**src/rtl/pci_req_seq_pkg.sv**
```systemverilog
package pci_req_seq_pkg;
  typedef enum logic [2:0] {
    ST_IDLE = 3'd0,
    ST_CMD  = 3'd1,
    ST_BLEN = 3'd2,
    ST_ALO  = 3'd3,
    ST_AHI  = 3'd4,
    ST_PAD  = 3'd5
  } seq_state_e;
endpackage

```
**src/rtl/pci_req_cmd_fmt.sv**
```systemverilog
module pci_req_cmd_fmt #(
  parameter int WORD_W = 18,
  parameter int BE_W   = 8,
  parameter int CMD_W  = 4
) (
  input  logic              write_i,
  input  logic              spl_i,
  input  logic              dac_i,
  input  logic              hr_i,
  input  logic [BE_W-1:0]   be_i,
  input  logic [CMD_W-1:0]  cmd_i,
  output logic [WORD_W-1:0] word_o
);
  localparam int PAD_W = WORD_W - 3 - BE_W - CMD_W;

  // writes clear spl and byte-enable fields
  always_comb begin
    word_o = {spl_i & ~write_i, dac_i, {PAD_W{1'b0}}, hr_i,
              be_i & {BE_W{~write_i}}, cmd_i};
  end
endmodule

```
**src/rtl/pci_req_fsm.sv**
```systemverilog
module pci_req_fsm
  import pci_req_seq_pkg::*;
(
  input  logic       clk_i,
  input  logic       rst_ni,
  input  logic       start_i,
  input  logic       go_i,
  input  logic       is_read_i,
  input  logic       need_pad_i,
  output seq_state_e state_o
);
  seq_state_e st_q, st_d;

  always_comb begin
    st_d = st_q;
    unique case (st_q)
      ST_IDLE: if (start_i) st_d = ST_CMD;
      ST_CMD:  if (go_i) st_d = is_read_i ? ST_BLEN : ST_ALO;
      ST_BLEN: if (go_i) st_d = ST_ALO;
      ST_ALO:  if (go_i) st_d = ST_AHI;
      ST_AHI:  if (go_i) st_d = need_pad_i ? ST_PAD : ST_IDLE;
      ST_PAD:  if (go_i) st_d = ST_IDLE;
      default: st_d = ST_IDLE;
    endcase
  end

  always_ff @(posedge clk_i or negedge rst_ni) begin
    if (!rst_ni) st_q <= ST_IDLE;
    else         st_q <= st_d;
  end

  assign state_o = st_q;

  a_r9_start_from_idle: assert property (@(posedge clk_i) disable iff (!rst_ni)
    (st_q == ST_IDLE && start_i) |=> (st_q == ST_CMD));
endmodule

```
**src/rtl/pci_req_seq.sv**
```systemverilog
module pci_req_seq
  import pci_req_seq_pkg::*;
#(
  parameter int ADDR_W = 32,
  parameter int WORD_W = 18,
  parameter int BE_W   = 8,
  parameter int CMD_W  = 4,
  parameter int ODD_BIT = 2
) (
  input  logic              clk_i,
  input  logic              rst_ni,
  input  logic              agent64_i,
  input  logic              req_valid_i,
  output logic              req_ready_o,
  input  logic              req_write_i,
  input  logic [CMD_W-1:0]  req_cmd_i,
  input  logic [ADDR_W-1:0] req_addr_i,
  input  logic [WORD_W-1:0] req_blen_i,
  input  logic [BE_W-1:0]   req_be_i,
  input  logic              req_dac_i,
  input  logic              req_hr_i,
  input  logic              req_spl_i,
  input  logic              req_single_i,
  input  logic              core_ready_i,
  input  logic              core_full_i,
  output logic [WORD_W-1:0] word_o,
  output logic              word_en_o,
  output logic              last_o,
  output logic              data_en_o,
  output logic [BE_W-1:0]   dbe_n_o,
  output logic              busy_o
);
  localparam int HALF_W = ADDR_W / 2;
  localparam int HI_PAD = WORD_W - HALF_W;

  logic [WORD_W-1:0] cmd_word_q, blen_q;
  logic [ADDR_W-1:0] addr_q;
  logic              read_q, pad_q;
  logic [WORD_W-1:0] cmd_word;
  logic              start, go;
  seq_state_e        state;

  assign start = req_valid_i && req_ready_o;
  assign go    = core_ready_i && !core_full_i;

  pci_req_cmd_fmt #(.WORD_W(WORD_W), .BE_W(BE_W), .CMD_W(CMD_W)) u_fmt (
    .write_i (req_write_i),
    .spl_i   (req_spl_i),
    .dac_i   (req_dac_i),
    .hr_i    (req_hr_i),
    .be_i    (req_be_i),
    .cmd_i   (req_cmd_i),
    .word_o  (cmd_word)
  );

  pci_req_fsm u_fsm (
    .clk_i      (clk_i),
    .rst_ni     (rst_ni),
    .start_i    (start),
    .go_i       (go),
    .is_read_i  (read_q),
    .need_pad_i (pad_q),
    .state_o    (state)
  );

  always_ff @(posedge clk_i or negedge rst_ni) begin
    if (!rst_ni) begin
      cmd_word_q <= '0;
      blen_q     <= '0;
      addr_q     <= '0;
      read_q     <= 1'b0;
      pad_q      <= 1'b0;
    end else if (start) begin
      cmd_word_q <= cmd_word;
      blen_q     <= req_blen_i;
      addr_q     <= req_addr_i;
      read_q     <= !req_write_i;
      // odd write needs padding unless single to a 32-bit agent
      pad_q      <= req_write_i && req_addr_i[ODD_BIT] && (agent64_i || !req_single_i);
    end
  end

  always_comb begin
    unique case (state)
      ST_CMD:  word_o = cmd_word_q;
      ST_BLEN: word_o = blen_q;
      ST_ALO:  word_o = {{HI_PAD{1'b0}}, addr_q[HALF_W-1:0]};
      ST_AHI:  word_o = {{HI_PAD{1'b0}}, addr_q[ADDR_W-1:HALF_W]};
      default: word_o = '0;
    endcase
  end

  assign word_en_o   = go && (state inside {ST_CMD, ST_BLEN, ST_ALO, ST_AHI});
  assign last_o      = word_en_o && (state == ST_AHI);
  assign data_en_o   = go && (state == ST_PAD);
  assign dbe_n_o     = {BE_W{state == ST_PAD}};
  assign busy_o      = (state != ST_IDLE);
  assign req_ready_o = (state == ST_IDLE);

  a_r1_en_needs_room: assert property (@(posedge clk_i) disable iff (!rst_ni)
    (word_en_o || data_en_o) |-> (core_ready_i && !core_full_i));
  a_r1_hold_on_stall: assert property (@(posedge clk_i) disable iff (!rst_ni)
    (busy_o && !(core_ready_i && !core_full_i)) |=> $stable(word_o));
  a_r2_last_with_en: assert property (@(posedge clk_i) disable iff (!rst_ni)
    last_o |-> word_en_o);
  a_r8_one_strobe: assert property (@(posedge clk_i) disable iff (!rst_ni)
    $countones({word_en_o, data_en_o}) <= 1);
  a_r9_accept_busy: assert property (@(posedge clk_i) disable iff (!rst_ni)
    (req_valid_i && req_ready_o) |=> (busy_o && !req_ready_o));
endmodule

```
**config.mk**
```make
export PLATFORM = sky130hd
export DESIGN_NAME = pci_req_seq
export DESIGN_NICKNAME = d
export VERILOG_FILES = /design/src/rtl/pci_req_seq_pkg.sv /design/src/rtl/pci_req_cmd_fmt.sv /design/src/rtl/pci_req_fsm.sv /design/src/rtl/pci_req_seq.sv
export SDC_FILE = /design/constraint.sdc
export NUM_CORES = 1
export LEC_CHECK = 0
export ABC_AREA = 1
export BUFFER_PORTS_ARGS = -buffer_cell sky130_fd_sc_hd__buf_2
export CORE_MARGIN = 5
export CORE_UTILIZATION = 55
export DETAILED_ROUTE_END_ITERATION = 10
export PLACE_DENSITY = 0.94
export SLEW_MARGIN = 15
export SYNTH_ARGS = -nofsm -noshare
export SYNTH_HDL_FRONTEND = slang
export SYNTH_SLANG_ARGS = --single-unit
```
**constraint.sdc**
```tcl
create_clock -name clk_i -period 2.1 [get_ports clk_i]
set_input_delay 0.21 -clock clk_i [delete_from_list [all_inputs] [get_ports clk_i]]
set_output_delay 0.21 -clock clk_i [all_outputs]
set_load 0.02 [all_outputs]
```
==> impl_metrics.json <==
{
  "min_period_ps": 1970,
  "skew_ps": 5.48,
  "maxSlewHeadroom_pct": 45.3,
  "grt_remaining_overflow": 0,
  "first_iter_violations": 140,
  "drc": 0,
  "grt_pass1_wl_um": 14500,
  "top_usage_layer": "met2",
  "syn_area_per_cell_um2": 8.11,
  "p_int_mw": 3.50,
  "finalPower_mw": 6.01,
  "routed_wl_um": 8850,
  "critPathLaunchType": "flop",
  "power_density_mw_per_mm2": 1490,
  "vias": 3159,
  "ios": 104,
  "die_h_um": 87.8,
  "crit_chain": "inv_2 > nand3_1 > clkinvlp_4 > buf_12 > nand2_1 > o2111ai_1 > buf_2",
  "pwr-share-clk_pct": 19.5,
  "synth_area_mm2": 0.00333,
  "hold_violations": 0,
  "dp.cells": 566,
  "switching_share_pct": 41.8,
  "cts.sinks": 70,
  "dr.pass1.iters": 5,
  "first_global_vias": 3183,
  "chipWidth_um": 87.8,
  "p_leak_nw": 2.21,
  "clock.fmax_mhz": 508,
  "cp.required_ps": 1890,
  "globalRouteMet2Util_pct": 40.2,
  "clock_tree.root_cell": "clkbuf_8",
  "nets": 577,
  "yosysWarnings": 0,
  "fin_crit_sh_pct": 93.7,
  "dpl.hpwl_um": 6240,
  "yosysUniqueCellTypes": 19,
  "slowest_delay_ps": 420,
  "ys_ff_latch": 70,
  "fin_ws_ps": 132,
  "grt_util_met3_pct": 5.36,
  "track_usage_pct": 24.8,
  "core_area_mm2": 0.00589,
  "cp_max_fo": 15,
  "use_met1_pct": 30.9,
  "clkTransAtPathRegs_ps": 70,
  "cts_tree": "yes",
  "fillers": 502,
  "cts_made_buffers": 9,
  "wl_per_cell_um": 15.2,
  "p_switching_mw": 2.52,
  "finalSetupTns_ps": 0,
  "post-place-ws_ps": 217,
  "hold_path.class": "primary input to flop",
  "sequentialPowerShare_pct": 38.8,
  "viasPerCell": 5.41,
  "h-tree-depth": 3,
  "cp.arrival_ps": 1760,
  "cp-end-kind": "primary output",
  "crit_type": "flop to primary output",
  "synthCells": 410,
  "n_antenna_cell": 0,
  "clk_latency_ps": 340,
  "rows": 28,
  "antenna_found_initial": 0,
  "initial_core_util_pct": 56.5,
  "pwr-share-comb_pct": 41.7,
  "ant_nets": 0,
  "ys_seq_area_share_pct": 52.7,
  "dieArea_mm2": 0.00770,
  "final_max_slew_viol_count": 0,
  "grt_max_degree": 69,
  "io_buffers": 103,
  "setup_viol": 0,
  "area.growth.synth_to_final_pct": 21.7,
  "status": "complete, no violations",
  "cp_slowest_cell": "dfrtp_1",
  "drive_above_1_share_pct": 26.7,
  "clk_path_buf_depth": 2,
  "fin_cells": 584,
  "synth_nets": 483,
  "gp_congestion": 0.914,
  "tightest_slew_ps": 820,
  "vdd_drop_max_v": 0.000861,
  "drv_cap": 0
}
==> layout make-up <==
| type | instances | area (µm²) | share of cell area, % |
|---|---|---|---|
| Clock buffer | 14 | 183 | 4.51 |
| Timing Repair Buffer | 113 | 618 | 15.3 |
| Clock inverter | 2 | 37.5 | 0.927 |
| Inverter | 29 | 118 | 2.91 |
| Tap cell | 75 | 93.8 | 2.32 |
| Sequential cell | 70 | 1750 | 43.3 |
| Multi-Input combinational cell | 281 | 1240 | 30.8 |
==> cells by family (layout without fill, tap and decap cells) <==
family	count (synthesis)	count (layout)	share of synthesized area, %
compound gates	38	38	7.26
buf+inv	59	158	10.0
flops	70	70	52.7
simple gates	243	243	30.0
==> worst max-delay path: cells and delay by family, from the launching register on <==
kind	cells	cell delay, ps
buf+inv	4	650
flops	1	420
simple gates	2	250
compound gates	1	90
==> placed cells by master (no fill, tap or decap) <==
| cell | count |
|---|---|
| nand2_1 | 200 |
| buf_2 | 103 |
| dfrtp_1 | 69 |
| inv_1 | 23 |
| nand3_1 | 20 |
| nand4_1 | 17 |
| o2111ai_1 | 13 |
| clkbuf_8 | 13 |
| o21ai_0 | 11 |
| o21ai_1 | 11 |
| buf_4 | 7 |
| inv_2 | 2 |
| clkinv_1 | 2 |
| nor2_4 | 2 |
| clkinvlp_4 | 2 |
| o22ai_1 | 2 |
| nor2_1 | 2 |
| buf_12 | 2 |
| nand3_2 | 1 |
| inv_6 | 1 |
| nand2_2 | 1 |
| a21oi_1 | 1 |
| clkbuf_1 | 1 |
| bufinv_16 | 1 |
| dlygate4sd3_1 | 1 |
| dfrtp_2 | 1 |
==> Yosys cell counts <==
cell type  count  share of area, %
a21oi_1        1              0.15
buf_2         12               1.8
buf_4          8               1.8
buf_6          9               3.0
clkbuf_1       1              0.11
clkinv_1       2              0.23
dfrtp_1       70                53
inv_1         25               2.8
inv_2          2              0.23
nand2_1      200                23
nand2_2        1              0.19
nand3_1       21               3.2
nand4_1       17               3.2
nor2_1         2              0.23
nor2_4         2              0.68
o2111ai_1     13               3.4
o21ai_0       11               1.7
o21ai_1       11               1.7
o22ai_1        2              0.38
==> what timing repair did <==
item	4_1_cts	5_1_grt
setup endpoints to repair	15	13
hold endpoints to repair	26	0
gates resized for setup	2	5
hold buffers	1	0
buffers inserted	1	0
==> flip-flops by register name, summed over array words and instances, names as in the netlist <==
| signal | count |
|---|---|
| blen_q | 18 |
| u_fsm.state_o | 3 |
| pad_q | 1 |
| addr_q | 32 |
| read_q | 1 |
| cmd_word_q | 15 |
==> metal layers <==
| layer | up-vias | share of wire [%] | routed length (µm) |
|---|---|---|---|
| li1 | 1494 | - | - |
| met1 | 1481 | 40 | 3550 |
| met2 | 153 | 49 | 4330 |
| met3 | 31 | 7.7 | 680 |
| met4 | 0 | 3.3 | 295 |
| met5 | - | 0 | 0 |
==> power by group through the flow <==
stage / sequential [mW] / clock [mW] / combinational [mW]
final: 2.33 / 1.17 / 2.50
after global routing: 2.40 / 1.25 / 2.82
after CTS: 2.32 / 1.19 / 2.51
after detailed placement: 2.34 / 0 / 2.45
after global placement: 2.31 / 0 / 2.35
after floorplan: 2.22 / 0 / 1.87
==> path summary, 6_finish.rpt <==
kind	slack, ps	to	start	depth (start not counted)
setup reg to reg	470	blen_q[5]$_DFFE_PN0P_	u_fsm.state_o[2]$_DFFE_PN0P_	6
hold reg to reg	480	blen_q[4]$_DFFE_PN0P_	blen_q[4]$_DFFE_PN0P_	2
min in group asynchronous	400	addr_q[8]$_DFFE_PN0P_	rst_ni	2
max in group asynchronous	960	u_fsm.state_o[0]$_DFFE_PN0P_	rst_ni	3
setup / recovery	130	word_o[11]	u_fsm.state_o[2]$_DFFE_PN0P_	7
hold / removal	60	addr_q[18]$_DFFE_PN0P_	req_addr_i[18]	3
==> through the flow <==
stage,instance area [µm²],hold slack [ps],utilization (%)
floorplan,3330,-85.6,-
finish,4050,62.0,68.8
CTS,4040,51.6,68.6
detailed placement,3780,248,64.3
global placement,3780,245,64.3
global route,4050,56.7,68.8
Power figures use the tool's default switching activity.
